===== src/rtl/sinc4_pkg.sv =====
package sinc4_pkg;

    localparam int ORDER = 4;

    function automatic int acc_width(input int decim);
        return 2 + ORDER * $clog2(decim);
    endfunction

    function automatic longint nominal_fs(input int decim);
        longint peak;
        peak = longint'(decim) * decim * decim * decim;
        return (peak * 4) / 5;
    endfunction

    typedef struct packed {
        logic settled;
        logic over;
        logic under;
    } word_flags_t;

endpackage


===== src/rtl/sinc4_integ.sv =====
module sinc4_integ
    import sinc4_pkg::*;
#(
    parameter int DECIM = 64,
    parameter int W     = 26
) (
    input  logic                clk,
    input  logic                rst,
    input  logic                restart,
    input  logic                mod_bit,
    input  logic                mod_vld,
    output logic signed [W-1:0] sample_o,
    output logic                tick_o
);
    localparam int CW = $clog2(DECIM);

    logic signed [W-1:0] acc_q [ORDER];
    logic signed [W-1:0] nxt   [ORDER+1];
    logic [CW-1:0]       cnt_q;

    assign nxt[0] = mod_bit ? W'(1) : '1;

    for (genvar s = 0; s < ORDER; s++) begin : g_stage
        assign nxt[s+1] = acc_q[s] + nxt[s];

        always_ff @(posedge clk) begin
            if (rst || restart) begin
                acc_q[s] <= '0;
            end else if (mod_vld) begin
                acc_q[s] <= nxt[s+1];
            end
        end
    end

    always_ff @(posedge clk) begin
        if (rst || restart) begin
            cnt_q <= '0;
        end else if (mod_vld) begin
            cnt_q <= (cnt_q == CW'(DECIM - 1)) ? '0 : cnt_q + 1'b1;
        end
    end

    assign tick_o   = mod_vld && !restart && (cnt_q == CW'(DECIM - 1));
    assign sample_o = nxt[ORDER];

    AST_IDLE_NO_CHANGE: assert property (@(posedge clk) disable iff (rst)
        (!$past(rst) && !$past(restart) && !$past(mod_vld)) |-> $stable(acc_q[0]));
endmodule


===== src/rtl/sinc4_comb.sv =====
module sinc4_comb
    import sinc4_pkg::*;
#(
    parameter int W = 26
) (
    input  logic                clk,
    input  logic                rst,
    input  logic                restart,
    input  logic                tick_i,
    input  logic signed [W-1:0] sample_i,
    output logic signed [W-1:0] result_o,
    output logic                valid_o
);
    logic signed [W-1:0] prev_q [ORDER];
    logic signed [W-1:0] diff   [ORDER+1];

    assign diff[0] = sample_i;

    for (genvar s = 0; s < ORDER; s++) begin : g_diff
        assign diff[s+1] = diff[s] - prev_q[s];

        always_ff @(posedge clk) begin
            if (rst || restart) begin
                prev_q[s] <= '0;
            end else if (tick_i) begin
                prev_q[s] <= diff[s];
            end
        end
    end

    always_ff @(posedge clk) begin
        if (rst || restart) begin
            result_o <= '0;
            valid_o  <= 1'b0;
        end else begin
            valid_o <= tick_i;
            if (tick_i) begin
                result_o <= diff[ORDER];
            end
        end
    end

    AST_RESULT_HELD: assert property (@(posedge clk) disable iff (rst)
        (!$past(rst) && !$past(restart) && !valid_o) |-> $stable(result_o));
endmodule


===== src/rtl/sinc4_settle.sv =====
module sinc4_settle
    import sinc4_pkg::*;
(
    input  logic clk,
    input  logic rst,
    input  logic restart,
    input  logic tick_i,
    output logic settled_o
);
    localparam int SW = $clog2(ORDER);

    logic [SW-1:0] words_q;

    always_ff @(posedge clk) begin
        if (rst || restart) begin
            words_q   <= '0;
            settled_o <= 1'b0;
        end else if (tick_i) begin
            if (words_q < SW'(ORDER - 1)) begin
                words_q <= words_q + 1'b1;
            end else begin
                settled_o <= 1'b1;
            end
        end
    end

    AST_SETTLE_ON_WORD: assert property (@(posedge clk) disable iff (rst)
        $rose(settled_o) |-> $past(tick_i));
endmodule


===== src/rtl/sinc4_decim.sv =====
module sinc4_decim
    import sinc4_pkg::*;
#(
    parameter  int DECIM = 64,
    localparam int W     = acc_width(DECIM)
) (
    input  logic                clk,
    input  logic                rst,
    input  logic                restart,
    input  logic                mod_bit,
    input  logic                mod_vld,
    output logic signed [W-1:0] result_o,
    output logic                valid_o,
    output logic                settled_o,
    output logic                over_o,
    output logic                under_o
);
    localparam logic signed [W-1:0] FS_POS = W'(nominal_fs(DECIM));
    localparam logic signed [W-1:0] FS_NEG = -FS_POS;

    logic signed [W-1:0] sample;
    logic                tick;
    word_flags_t         flags;

    sinc4_integ #(.DECIM(DECIM), .W(W)) u_integ (
        .clk(clk), .rst(rst), .restart(restart),
        .mod_bit(mod_bit), .mod_vld(mod_vld),
        .sample_o(sample), .tick_o(tick)
    );

    sinc4_comb #(.W(W)) u_comb (
        .clk(clk), .rst(rst), .restart(restart),
        .tick_i(tick), .sample_i(sample),
        .result_o(result_o), .valid_o(valid_o)
    );

    sinc4_settle u_settle (
        .clk(clk), .rst(rst), .restart(restart),
        .tick_i(tick), .settled_o(flags.settled)
    );

    assign flags.over  = result_o > FS_POS;
    assign flags.under = result_o < FS_NEG;

    assign settled_o = flags.settled;
    assign over_o    = flags.over;
    assign under_o   = flags.under;

    AST_VALID_PULSE: assert property (@(posedge clk) disable iff (rst)
        valid_o |=> !valid_o);

    AST_RANGE_EXCL: assert property (@(posedge clk) disable iff (rst)
        !(over_o && under_o));

    AST_RESTART_CLR: assert property (@(posedge clk) disable iff (rst)
        $past(restart) |-> (result_o == '0 && !valid_o && !settled_o));

    AST_RESET_STATE: assert property (@(posedge clk)
        $past(rst) |-> (result_o == '0 && !valid_o && !settled_o && !over_o && !under_o));
endmodule


===== config.mk =====
export PLATFORM = sky130hd
export DESIGN_NAME = sinc4_decim
export DESIGN_NICKNAME = d
export VERILOG_FILES = /design/src/rtl/sinc4_pkg.sv /design/src/rtl/sinc4_integ.sv /design/src/rtl/sinc4_comb.sv /design/src/rtl/sinc4_settle.sv /design/src/rtl/sinc4_decim.sv
export SDC_FILE = /design/constraint.sdc
export NUM_CORES = 1
export LEC_CHECK = 0
export BUFFER_PORTS_ARGS = -buffer_cell sky130_fd_sc_hd__buf_4
export CORE_MARGIN = 5
export CORE_UTILIZATION = 49
export DETAILED_ROUTE_END_ITERATION = 10
export GPL_TIMING_DRIVEN = 0
export SETUP_SLACK_MARGIN = 0.02
export SYNTH_ARGS = -nofsm -noshare
export SYNTH_HDL_FRONTEND = slang
export SYNTH_SLANG_ARGS = --single-unit
export TNS_END_PERCENT = 1

===== constraint.sdc =====
create_clock -name clk -period 12.45 [get_ports clk]
set_clock_uncertainty 0.1 [all_clocks]
set_input_delay 1.245 -clock clk [delete_from_list [all_inputs] [get_ports clk]]
set_output_delay 1.245 -clock clk [all_outputs]
set_load 0.05 [all_outputs]

==> flow_summary.ini <==
[run_status]
status = finished, final reports clean

[logic_synthesis]
synthCells = 1917
synth_edf_count = 208
synth.area.mux_share_pct = 0.110
synthSimpleGateAreaFrac_pct = 16.6
avgSynthCellArea_um2 = 9.49
synth.most_common_cell = edfxtp_1
synthFlopType = edfxtp_1
synth_area_leader_cell = edfxtp_1
synth_top_area_share_pct = 34.3
synth_top_family_by_area = compound AO/OA/AOI/OAI gates
synth_nets = 2134
synthXorXnorAreaFrac_pct = 8.62
synth.area.top_cells = edfxtp_1, ha_1, xnor2_1
netlist_top_cells_count = edfxtp_1, ha_1, inv_1
synthAdderAreaFrac_pct = 14.9
yosysWarnings = 0
yosysUniqueCellTypes = 73
synth_compound_area_share_pct = 16.9
syn_area_um2 = 18200
ys_ff_latch = 244
synthArstFlopShare_pct = 0
ys_seq_area_share_pct = 38.3

[clock_network]
cts_buffers = 31
cts_num_sinks = 244
htree_num_levels = 1
cts_tree = built
clock_path_buffers = 3
cts.reportedPaths.clkPinSlew_ps = 60
root_buffer = clkbuf_16
clk_latency_ps = 570
postCtsHoldBufs = 0

[route]
drt-vias-per-instance = 5.47
drt_first_iter_violations = 711
drc_errors = 0
wl_per_cell_um = 15.3
ant_nets = 0
postRouteWirelength_um = 38000
dr.pass1.iters = 7
vias = 13600

[floorplan]
die_h_um = 203
design.portCount = 35
die-area_um2 = 41100
rows = 70
start_util_pct = 49.7
die_width_um = 203
core-area_um2 = 36600

[worst_setup_path]
worst_ep_required_time_ps = 12790
reg2reg_setup_slack_ps = 1400
r2r-end = u_comb.result_o[25]$_SDFFE_PP0P_
worstReg2RegStart = u_integ.acc_q[0][0]$_SDFFCE_PN0P_
r2r_cells = 54
critPathMaxFanout = 5
arrival_ps = 11950
start_kind = input pin
slowest_delay_ps = 350
cp_slowest_cell = ha_1
setup.worst_path.class = in2reg
end_kind = flip-flop

[sta]
fmax_ghz = 0.0861
worstMarginPinSlew_ps = 1270
setup_violations = 0
slew-limit-headroom_pct = 15.2
min_period_ps = 11610
finalCritPeriodShare_pct = 93.3
final_hold_viol_count = 0
rsz0062_at_grt = false
drv_slew = 0

[final_layout]
layout.nets = 2207
layout.cells.non_filler = 2481
layout-drive-gt1-share_pct = 5.96
synthToLayoutAreaGrowth_pct = 10.4

[global_routing]
grt.total_usage_pct = 18.0
grt_pass1_vias = 12800
grt_pass1_wl_um = 63400
antenna_found_initial = 1
grt_remaining_overflow = 0
grt_max_degree = 65

[hold_path]
hold_path_startpoint = u_settle.settled_o$_SDFFE_PP0P_
holdPathEnd = u_settle.settled_o$_SDFFE_PP0P_
hold_path_class = reg2reg
holdPathStages = 2

[place]
globalplace.congestion = 0.821
post-place-cells = 2421
portBuffers = 34
dp_hpwl_um = 28300

[run]
drv_cap = 0
==> state kept, by name, summed over array words and instances (netlist names) <==
| name | count |
|---|---|
| u_comb.prev_q | 104 |
| u_comb.result_o | 26 |
| u_comb.valid_o | 1 |
| u_integ.acc_q | 104 |
| u_integ.cnt_q | 6 |
| u_settle.settled_o | 1 |
| u_settle.words_q | 2 |
==> cells by family (layout without fill, tap and decap cells) <==
logic type,count (synthesis),count (layout)
xor+xnor,173,173
compound gates,474,474
flops,244,244
simple gates,593,593
buf+inv,219,314
fa+ha+maj,212,212
mux,2,2
other cells,0,1
==> per-layer routing <==
| metal | vias up | routed length (µm) | track usage, % |
|---|---|---|---|
| li1 | 6950 | - | - |
| met1 | 6439 | 19900 | 27.7 |
| met2 | 145 | 16200 | 27.5 |
| met3 | 45 | 1220 | 2.33 |
| met4 | 0 | 711 | 3.61 |
| met5 | - | 0 | 0 |
==> worst max-delay path, delay by kind of cell <==
kind            cells  cell delay (ps)
compound gates     23             4380
xor+xnor            9             1720
fa+ha+maj           8             2560
buf+inv             5              600
simple gates        9             1410
==> through the flow <==
stage	setup TNS [ps]	hold slack (ps)	util (%)	instance area [µm²]	setup WS [ps]
after floorplan	0	357	-	18200	1620
after global placement	-272	354	52.0	19000	-221
after detailed placement	-666	368	52.1	19100	-329
after CTS	0	381	54.6	20000	200
after global routing	0	411	54.8	20100	7.01
final	0	377	54.8	20100	835
==> placed cells by master (no fill, tap or decap), types with 7 or more instances in the layout <==
cell type	synthesis	routed
a31oi_1	18	18
edfxtp_1	208	208
ha_1	204	204
nand4_1	11	11
nand2_1	97	96
nor2b_1	30	30
and2_1	132	132
clkinv_1	0	11
a21boi_1	13	12
nor3_1	36	36
a211oi_1	7	7
o21a_1	26	26
o21ai_1	49	49
xor2_1	58	58
dfxtp_1	36	36
a21o_1	63	63
nand2b_1	31	31
xnor2_1	109	108
nand3_1	26	26
o21bai_1	14	14
o211ai_1	9	9
nor2_1	167	167
o21ai_0	58	57
clkbuf_16	0	31
buf_4	0	37
and3_1	30	30
o31a_1	7	7
or2_2	8	8
inv_1	191	189
fa_1	8	8
a211o_1	8	8
a21oi_1	140	139
clkbuf_1	27	32
==> worst max path at each step <==
stage                     startpoint                               end  slack (ps)  depth (start not counted)
after floorplan              mod_bit  u_comb.result_o[25]$_SDFFE_PP0P_        1620                         58
after global placement       mod_bit  u_comb.result_o[25]$_SDFFE_PP0P_        -220                         52
after detailed placement     mod_bit  u_comb.result_o[25]$_SDFFE_PP0P_        -330                         52
after CTS                    mod_bit  u_comb.result_o[25]$_SDFFE_PP0P_         200                         52
after global routing         mod_bit  u_comb.result_o[25]$_SDFFE_PP0P_           7                         54
final                        mod_bit  u_comb.result_o[25]$_SDFFE_PP0P_         840                         54
==> layout make-up <==
type | count | area, µm²
fillers | 3352 | 16500
multi-input cells | 1454 | 10400
flip-flops and latches | 244 | 6970
clock buffers | 36 | 795
inverters | 192 | 727
well taps | 468 | 586
repair buffers | 39 | 333
clock inverters | 19 | 110
plain buffers | 27 | 101
repair inverters | 1 | 5.00
diodes | 1 | 2.50
==> what timing repair did <==
item | CTS | global route
setup endpoints to repair | 0 | 7
resized for setup | 0 | 11
setup buffers | 0 | 3
Power is not shown: default switching activity piles up to over one toggle a cycle in this logic, so the estimate is an artifact.
